## src/rtl/precond_pkg.sv

```systemverilog
package precond_pkg;

  localparam int COND_COUNT  = 7;
  localparam int OPCODE_BITS = 8;

  // Condition index doubles as priority rank (0 is most urgent)
  typedef enum int {
    CND_RESET   = 0,
    CND_IRQ1    = 1,
    CND_IRQ2    = 2,
    CND_STKOVF  = 3,
    CND_REFCNT  = 4,
    CND_OUTIRQ  = 5,
    CND_BADOP   = 6
  } condIdx_e;

  // Strobes from control to datapath
  typedef struct packed {
    logic loadEn;
    logic takeCond;
  } dispStrobes_t;

endpackage

```

## src/rtl/precond_ctrl.sv

```systemverilog
module precond_ctrl
  import precond_pkg::*;
#(
  parameter int                    NUM_COND = COND_COUNT,
  parameter logic [NUM_COND-1:0]   MASKABLE = 7'b0100110
) (
  input  logic                dispatchStrobe,
  input  logic                intEnable,
  input  logic [NUM_COND-1:0] condRaw,
  output logic [NUM_COND-1:0] grant,
  output dispStrobes_t        strobes
);

  logic [NUM_COND-1:0] condEff;

  genvar i;
  generate
    for (i = 0; i < NUM_COND; i++) begin : g_mask
      if (MASKABLE[i]) begin : g_gated
        assign condEff[i] = condRaw[i] & intEnable;
      end else begin : g_open
        assign condEff[i] = condRaw[i];
      end
    end

    for (i = 0; i < NUM_COND; i++) begin : g_prio
      if (i == 0) begin : g_top
        assign grant[i] = condEff[i];
      end else begin : g_lower
        assign grant[i] = condEff[i] & ~(|condEff[i-1:0]);
      end
    end
  endgenerate

  always_comb begin
    strobes.loadEn   = dispatchStrobe;
    strobes.takeCond = |condEff;
  end

endmodule

```

## src/rtl/precond_datapath.sv

```systemverilog
module precond_datapath
  import precond_pkg::*;
#(
  parameter int NUM_COND = COND_COUNT,
  parameter int OP_W     = OPCODE_BITS
) (
  input  logic                clk,
  input  logic                rstN,
  input  dispStrobes_t        strobes,
  input  logic [NUM_COND-1:0] grant,
  input  logic [OP_W-1:0]     fetchedOp,
  output logic [OP_W-1:0]     dispatchAddr,
  output logic                precondTaken
);

  localparam int          PAD_W     = OP_W - NUM_COND;
  localparam logic [OP_W-1:0] UPPER_BASE = {1'b1, {(OP_W-1){1'b0}}};

  logic [OP_W-1:0] slotAddr;
  logic [OP_W-1:0] nextAddr;

  assign slotAddr = UPPER_BASE | {{PAD_W{1'b0}}, grant};
  assign nextAddr = strobes.takeCond ? slotAddr : fetchedOp;

  always_ff @(posedge clk or negedge rstN) begin
    if (!rstN) begin
      dispatchAddr <= '0;
      precondTaken <= 1'b0;
    end else if (strobes.loadEn) begin
      dispatchAddr <= nextAddr;
      precondTaken <= strobes.takeCond;
    end
  end

endmodule

```

## src/rtl/precond_dispatch.sv

```systemverilog
module precond_dispatch
  import precond_pkg::*;
(
  input  logic       clk,
  input  logic       rstN,
  input  logic       dispatchStrobe,
  input  logic       intEnable,
  input  logic       resetCond,
  input  logic       irq1Req,
  input  logic       irq2Req,
  input  logic       stackOvfReq,
  input  logic       refCountReq,
  input  logic       outIrqReq,
  input  logic       badOpcode,
  input  logic [7:0] fetchedOp,
  output logic [7:0] dispatchAddr,
  output logic       precondTaken
);

  logic [COND_COUNT-1:0] condRaw;
  logic [COND_COUNT-1:0] grant;
  dispStrobes_t          strobes;

  always_comb begin
    condRaw             = '0;
    condRaw[CND_RESET]  = resetCond;
    condRaw[CND_IRQ1]   = irq1Req;
    condRaw[CND_IRQ2]   = irq2Req;
    condRaw[CND_STKOVF] = stackOvfReq;
    condRaw[CND_REFCNT] = refCountReq;
    condRaw[CND_OUTIRQ] = outIrqReq;
    condRaw[CND_BADOP]  = badOpcode;
  end

  precond_ctrl #(
    .NUM_COND (COND_COUNT),
    .MASKABLE (7'b0100110)
  ) ctrl_i (
    .dispatchStrobe (dispatchStrobe),
    .intEnable      (intEnable),
    .condRaw        (condRaw),
    .grant          (grant),
    .strobes        (strobes)
  );

  precond_datapath #(
    .NUM_COND (COND_COUNT),
    .OP_W     (OPCODE_BITS)
  ) dp_i (
    .clk          (clk),
    .rstN         (rstN),
    .strobes      (strobes),
    .grant        (grant),
    .fetchedOp    (fetchedOp),
    .dispatchAddr (dispatchAddr),
    .precondTaken (precondTaken)
  );

endmodule

```

## config.mk

```make
export PLATFORM = sky130hd
export DESIGN_NAME = precond_dispatch
export DESIGN_NICKNAME = d
export VERILOG_FILES = /design/src/rtl/precond_pkg.sv /design/src/rtl/precond_ctrl.sv /design/src/rtl/precond_datapath.sv /design/src/rtl/precond_dispatch.sv
export SDC_FILE = /design/constraint.sdc
export NUM_CORES = 1
export LEC_CHECK = 0
export ABC_CLOCK_PERIOD_IN_PS = 1000
export BUFFER_PORTS_ARGS = -buffer_cell sky130_fd_sc_hd__buf_2
export CELL_PAD_IN_SITES_DETAIL_PLACEMENT = 1
export CELL_PAD_IN_SITES_GLOBAL_PLACEMENT = 1
export CORE_AREA = 5 5 48 50
export CTS_CLUSTER_DIAMETER = 30
export DETAILED_ROUTE_END_ITERATION = 16
export DIE_AREA = 0 0 53 55
export GPL_ROUTABILITY_DRIVEN = 0
export PLACE_DENSITY_LB_ADDON = 0.1
export SYNTH_ARGS = -nofsm -noshare
export SYNTH_HDL_FRONTEND = slang
export SYNTH_HIERARCHICAL = 1
export SYNTH_SLANG_ARGS = --single-unit
```

## constraint.sdc

```tcl
create_clock -name clk -period 1 [get_ports clk]
set_input_delay 0.05 -clock clk [delete_from_list [all_inputs] [get_ports clk]]
set_output_delay 0.05 -clock clk [all_outputs]
set_load 0.02 [all_outputs]
```

==> impl_metrics.yaml, run 1 <==
route:
  vias_per_cell: 4.398
  routed_wl_um: 1353
  vias: 475
  wire_per_inst_um: 12.53
  initialDrtViolationCount: 6
  drtPass1Iterations: 3
  drc: 0
  ant_nets: 0
placement:
  post-dp-hpwl_um: 1114
  portBuffers: 27
timing:
  period_share_pct: 86.65
  period_minus_slack_ns: 0.8665
  setup_viol: 0
  worstMarginPinSlew_ns: 0.3038
  rsz0062_at_grt: "false"
  fmax_ghz: 1.154
  slew_headroom_pct: 79.75
  hold_viol: 0
  skew_ns: 0
  slew_viol_final: 0
  finalSetupTns_ns: 0
layout:
  utilization_pct: 38.44
  finalNetCount: 101
  fill_cells: 228
  area_delta_synth_final_pct: 36.19
  layout-drive-gt1-share_pct: 48.15
  num_antenna_cells: 0
logic_synthesis:
  syn_area_um2: 525.5
  synthCells: 50
  syn_nets: 69
  synthTopCellsByCount: "dfrtp_1, nor2_1, a21oi_1"
  async_reset_ff_share_pct: 100.0
  synth_cell_type_count: 17
  yosysTopAreaCell: "dfrtp_1"
  ys_ff_latch: 9
  ys_seq_area_share_pct: 42.86
  syn_area_per_cell_um2: 10.51
  ys.flop_type: "dfrtp_1"
  synth_area_leaders: "dfrtp_1, mux2i_1, a21oi_1"
  yosysWarnings: 6
  synth_edf_count: 0
  synth_top_area_share_pct: 42.86
floorplan:
  die_h_um: 55
  start_util_pct: 28.23
  placementRows: 16
  fp.dieW_um: 53
  io_pins: 28
  die_area_um2: 2915
  core_um2: 1862
setup_path:
  crit_path_end_kind: "output port"
  path_max_fanout: 2
  crit_required_ns: 0.95
  path_cells: "buf_2"
  crit_family: "flip-flops"
  crit_cells: 1
  critPathMaxStageDelay_ns: 0.39
  worstRegToRegCells: 1
  path_buf_inv: 1
  crit_path_start_kind: "flip-flop"
  cp.arrival_ns: 0.82
  critical_path_class: "flip-flop to output port"
  cp_slowest_cell: "dfrtp_1"
global_route:
  grt_pass1_wl_um: 2194
  grt_max_degree: 18
  antenna_found_initial: 0
  overflow: 0
  grt_pass1_vias: 486
  grt_usage_pct: 10.72
status:
  status: "complete, no violations"
pwr:
  power.total_uw: 878.9
  ir_worst_vdd_mv: 0.5376
  p_leak_uw: 0.0003753
  powerDensity_nw_per_um2: 1228
hold_path:
  hp-class: "primary input to flip-flop"
  hold_depth: 3
cts:
  holdBufCountCts: 1
  clock_sinks: 9
  root_buffer: "clkbuf_4"
  cts_buffers: 3
  htree_num_levels: 1
  clk_latency_ns: 0.26
  cts.clk_slew.worst_paths_ns: 0.06
  cts_setup_buffers: 0
  cts_resized: 0
  clock_path_buffers: 2
  cts_tree: "yes"
flow_run:
  max-cap-violations: 0
-- worst min-delay path, delay by kind of cell --
kind	cells	cell delay [ns]
buffers and inverters	1	0.09
AO/OA/AOI/OAI	1	0.07
AND/OR/NAND/NOR	1	0.07
-- per-layer routing --
layer	share of wire, %	vias up	global-route usage [%]
li1	-	237	-
met1	45	220	12.23
met2	45	16	17.15
met3	7.8	2	4.826
met4	1.4	0	5.106
met5	0	-	0
-- final cells by class --
cell class / instances / area [um^2] / area share (%)
multi-input combinational: 36 / 255.2 / 35.66
sequential: 9 / 225.2 / 31.47
timing repair buffer: 32 / 175.2 / 24.48
tap: 27 / 33.78 / 4.720
clock buffer: 4 / 26.28 / 3.671
-- cell usage in the layout, fill, tap and decap left out, drive strengths merged, types with 2 or more instances in the layout --
master  Yosys  layout
a21oi       8       8
buf         5      31
clkbuf      0       4
dfrtp       9       9
mux2i       7       7
nor2        9       9
nor3b       2       2
-- registers in the layout, summed over array words and instances (netlist names) --
name and cells:
dp_i/dispatchAddr 8, dp_i/precondTaken 1
-- kinds of logic (layout without fill, tap and decap cells) --
logic type,after synthesis,after routing,share of synthesized area [%]
AND/OR/NAND/NOR,18,18,22.38
AO/OA/AOI/OAI,10,10,10.00
flip-flops,9,9,42.86
multiplexers,8,8,16.19
buffers and inverters,5,36,8.571
-- final timing paths --
check | slack, ns | end | startpoint
worst max-delay path | 0.13 | precondTaken | dp_i/precondTaken
worst min-delay path | 0.06 | dp_i/dispatchAddr[7] | fetchedOp[7]
worst max register to register | 0.24 | dp_i/precondTaken | dp_i/precondTaken
worst min register to register | 0.52 | dp_i/dispatchAddr[0] | dp_i/dispatchAddr[0]
max in group asynchronous | 0.65 | dp_i/dispatchAddr[5] | rstN
min in group asynchronous | 0.17 | dp_i/dispatchAddr[0] | rstN
-- metrics by stage --
stage               hold WS (ns)  cell area (um^2)  std cells  setup WS (ns)
floorplan                -0.2456             525.5         50         0.1157
detailed placement      -0.08820             679.4        103       -0.09775
CTS                      0.05620             715.7        108         0.1248
global placement        -0.08279             679.4        103        -0.1022
global route             0.07923             715.7        108        0.08866
finish                   0.06069             715.7        108         0.1335
-- power breakdown --
group | internal [uW] | switching [uW] | leakage, uW
Combinational | 84.5 | 108 | 0.000258
Sequential | 390 | 12.0 | 0.000103
Clock | 154 | 130 | 0.0000150
No activity file was read; power rests on OpenSTA's default activity.
==> run 2: changes to the inputs <==
--- a/config.mk
+++ b/config.mk
@@ -9,10 +9,10 @@
 export BUFFER_PORTS_ARGS = -buffer_cell sky130_fd_sc_hd__buf_2
 export CELL_PAD_IN_SITES_DETAIL_PLACEMENT = 1
 export CELL_PAD_IN_SITES_GLOBAL_PLACEMENT = 1
-export CORE_AREA = 5 5 48 50
+export CORE_AREA = 5 5 49 51
 export CTS_CLUSTER_DIAMETER = 30
 export DETAILED_ROUTE_END_ITERATION = 16
-export DIE_AREA = 0 0 53 55
+export DIE_AREA = 0 0 54 56
 export GPL_ROUTABILITY_DRIVEN = 0
 export PLACE_DENSITY_LB_ADDON = 0.1
 export SYNTH_ARGS = -nofsm -noshare
==> impl_metrics.yaml, run 2 (synthesis gave the netlist of run 1 again) <==
floorplan:
  core_um2: 1902
  die_h_um: 56
  fp.dieW_um: 54
  placementRows: 16
  io_pins: 28
  die_area_um2: 3024
  start_util_pct: 27.63
route:
  initialDrtViolationCount: 2
  drtPass1Iterations: 3
  vias_per_cell: 4.473
  routed_wl_um: 1404
  vias: 492
  ant_nets: 0
  drc: 0
  wire_per_inst_um: 12.76
layout:
  area_delta_synth_final_pct: 39.29
  largestRegisters: "dp_i/dispatchAddr (8), dp_i/precondTaken (1)"
  final_cells: 110
  finalNetCount: 103
  num_antenna_cells: 0
  final_cell_mix: "buf_2, nor2_1, dfrtp_1"
  largest_register: "dp_i/dispatchAddr"
  fill_cells: 238
  largest_reg_flops: 8
  layout_commonest_cell: "buf_2"
  layout-drive-gt1-share_pct: 50.60
setup_path:
  r2r_setup_slack_ns: 0.24
  path_cells: "buf_2"
  critical_path_class: "flip-flop to output port"
  path_max_fanout: 2
  timing.rr.start: "dp_i/precondTaken"
  crit_path_end_kind: "output port"
  worstRegToRegCells: 1
  critPathMaxStageDelay_ns: 0.39
  r2r-end: "dp_i/precondTaken"
  crit_path_start_kind: "flip-flop"
  crit_family: "flip-flops"
  cp_slowest_cell: "dfrtp_1"
  startpoint: "dp_i/precondTaken"
  crit_required_ns: 0.95
  path_buf_inv: 1
  cp.arrival_ns: 0.81
cts:
  clock_sinks: 9
  cts_tree: "yes"
  cts_resized: 0
  clk_latency_ns: 0.26
  root_buffer: "clkbuf_4"
  cts.clk_slew.worst_paths_ns: 0.07
  htree_num_levels: 1
  cts_buffers: 3
  clock_path_buffers: 2
placement:
  portBuffers: 27
  post-dp-hpwl_um: 1203
  place_ws_ns: -0.1072
  placed_cells: 105
global_route:
  grt_pass1_wl_um: 2442
  overflow: 0
  grt_max_degree: 11
  grt_usage_pct: 10.61
  antenna_found_initial: 0
  grt_pass1_vias: 592
hold_path:
  hold_end: "dp_i/dispatchAddr[7]"
  holdCritStartpoint: "fetchedOp[7]"
  hold_depth: 3
  hp-class: "primary input to flip-flop"
timing:
  fmax_ghz: 1.166
  rsz0062_at_grt: "false"
  whs_ns: 0.08061
  worstMarginPinSlew_ns: 0.2138
  period_minus_slack_ns: 0.8579
  skew_ns: 0
  finalSetupTns_ns: 0
  slew_headroom_pct: 85.71
  slew_viol_final: 0
  setup_ws_ns: 0.1421
  hold_viol: 0
  period_share_pct: 85.79
  setup_viol: 0
flow_run:
  max-cap-violations: 0
pwr:
  power.total_uw: 876.3
  p_leak_uw: 0.0003870
  ir_worst_vdd_mv: 0.7245
  powerDensity_nw_per_um2: 1197
status:
  status: "complete, no violations"
## run 2: per-stage QoR
stage	cell area, um^2	utilization, %
finish	732.0	38.49
global route	732.0	38.49
CTS	732.0	38.49
detailed placement	694.4	36.51
global placement	694.4	36.51
floorplan	525.5	-
## run 2: repair_timing
action,4_1_cts,5_1_grt
buffers inserted,0,0
endpoints found under the hold margin,9,0
hold buffers,1,0
## run 2: layer usage
| layer | global-route usage, % | wire length [um] |
|---|---|---|
| met1 | 12.87 | 639 |
| met2 | 17.13 | 679 |
| met3 | 4.558 | 85 |
| met4 | 2.135 | 0 |
| met5 | 0 | 0 |
## run 2: report_power, final
part	switching, uW	internal, uW	leakage [uW]
sequential	13.5	390	0.000103
combinational	108	87.9	0.000267
clock	130	147	0.0000177
total	251	625	0.000387
## run 2: worst max-delay path by stage
stage,to,slack [ns],cells past startpoint
after floorplan,dp_i/precondTaken,0.12,4
after global placement,dp_i/dispatchAddr[6],-0.10,6
after detailed placement,dp_i/dispatchAddr[6],-0.11,6
after CTS,precondTaken,0.12,1
after global routing,precondTaken,0.1,1
final,precondTaken,0.14,1
## run 2: cell type report
type	count	area [um^2]	area share, %
Multi-Input combinational cell	36	255.2	34.87
Sequential cell	9	225.2	30.77
Timing Repair Buffer	34	190.2	25.98
Tap cell	27	33.78	4.615
Clock buffer	3	22.52	3.077
Clock inverter	1	5.005	0.6838
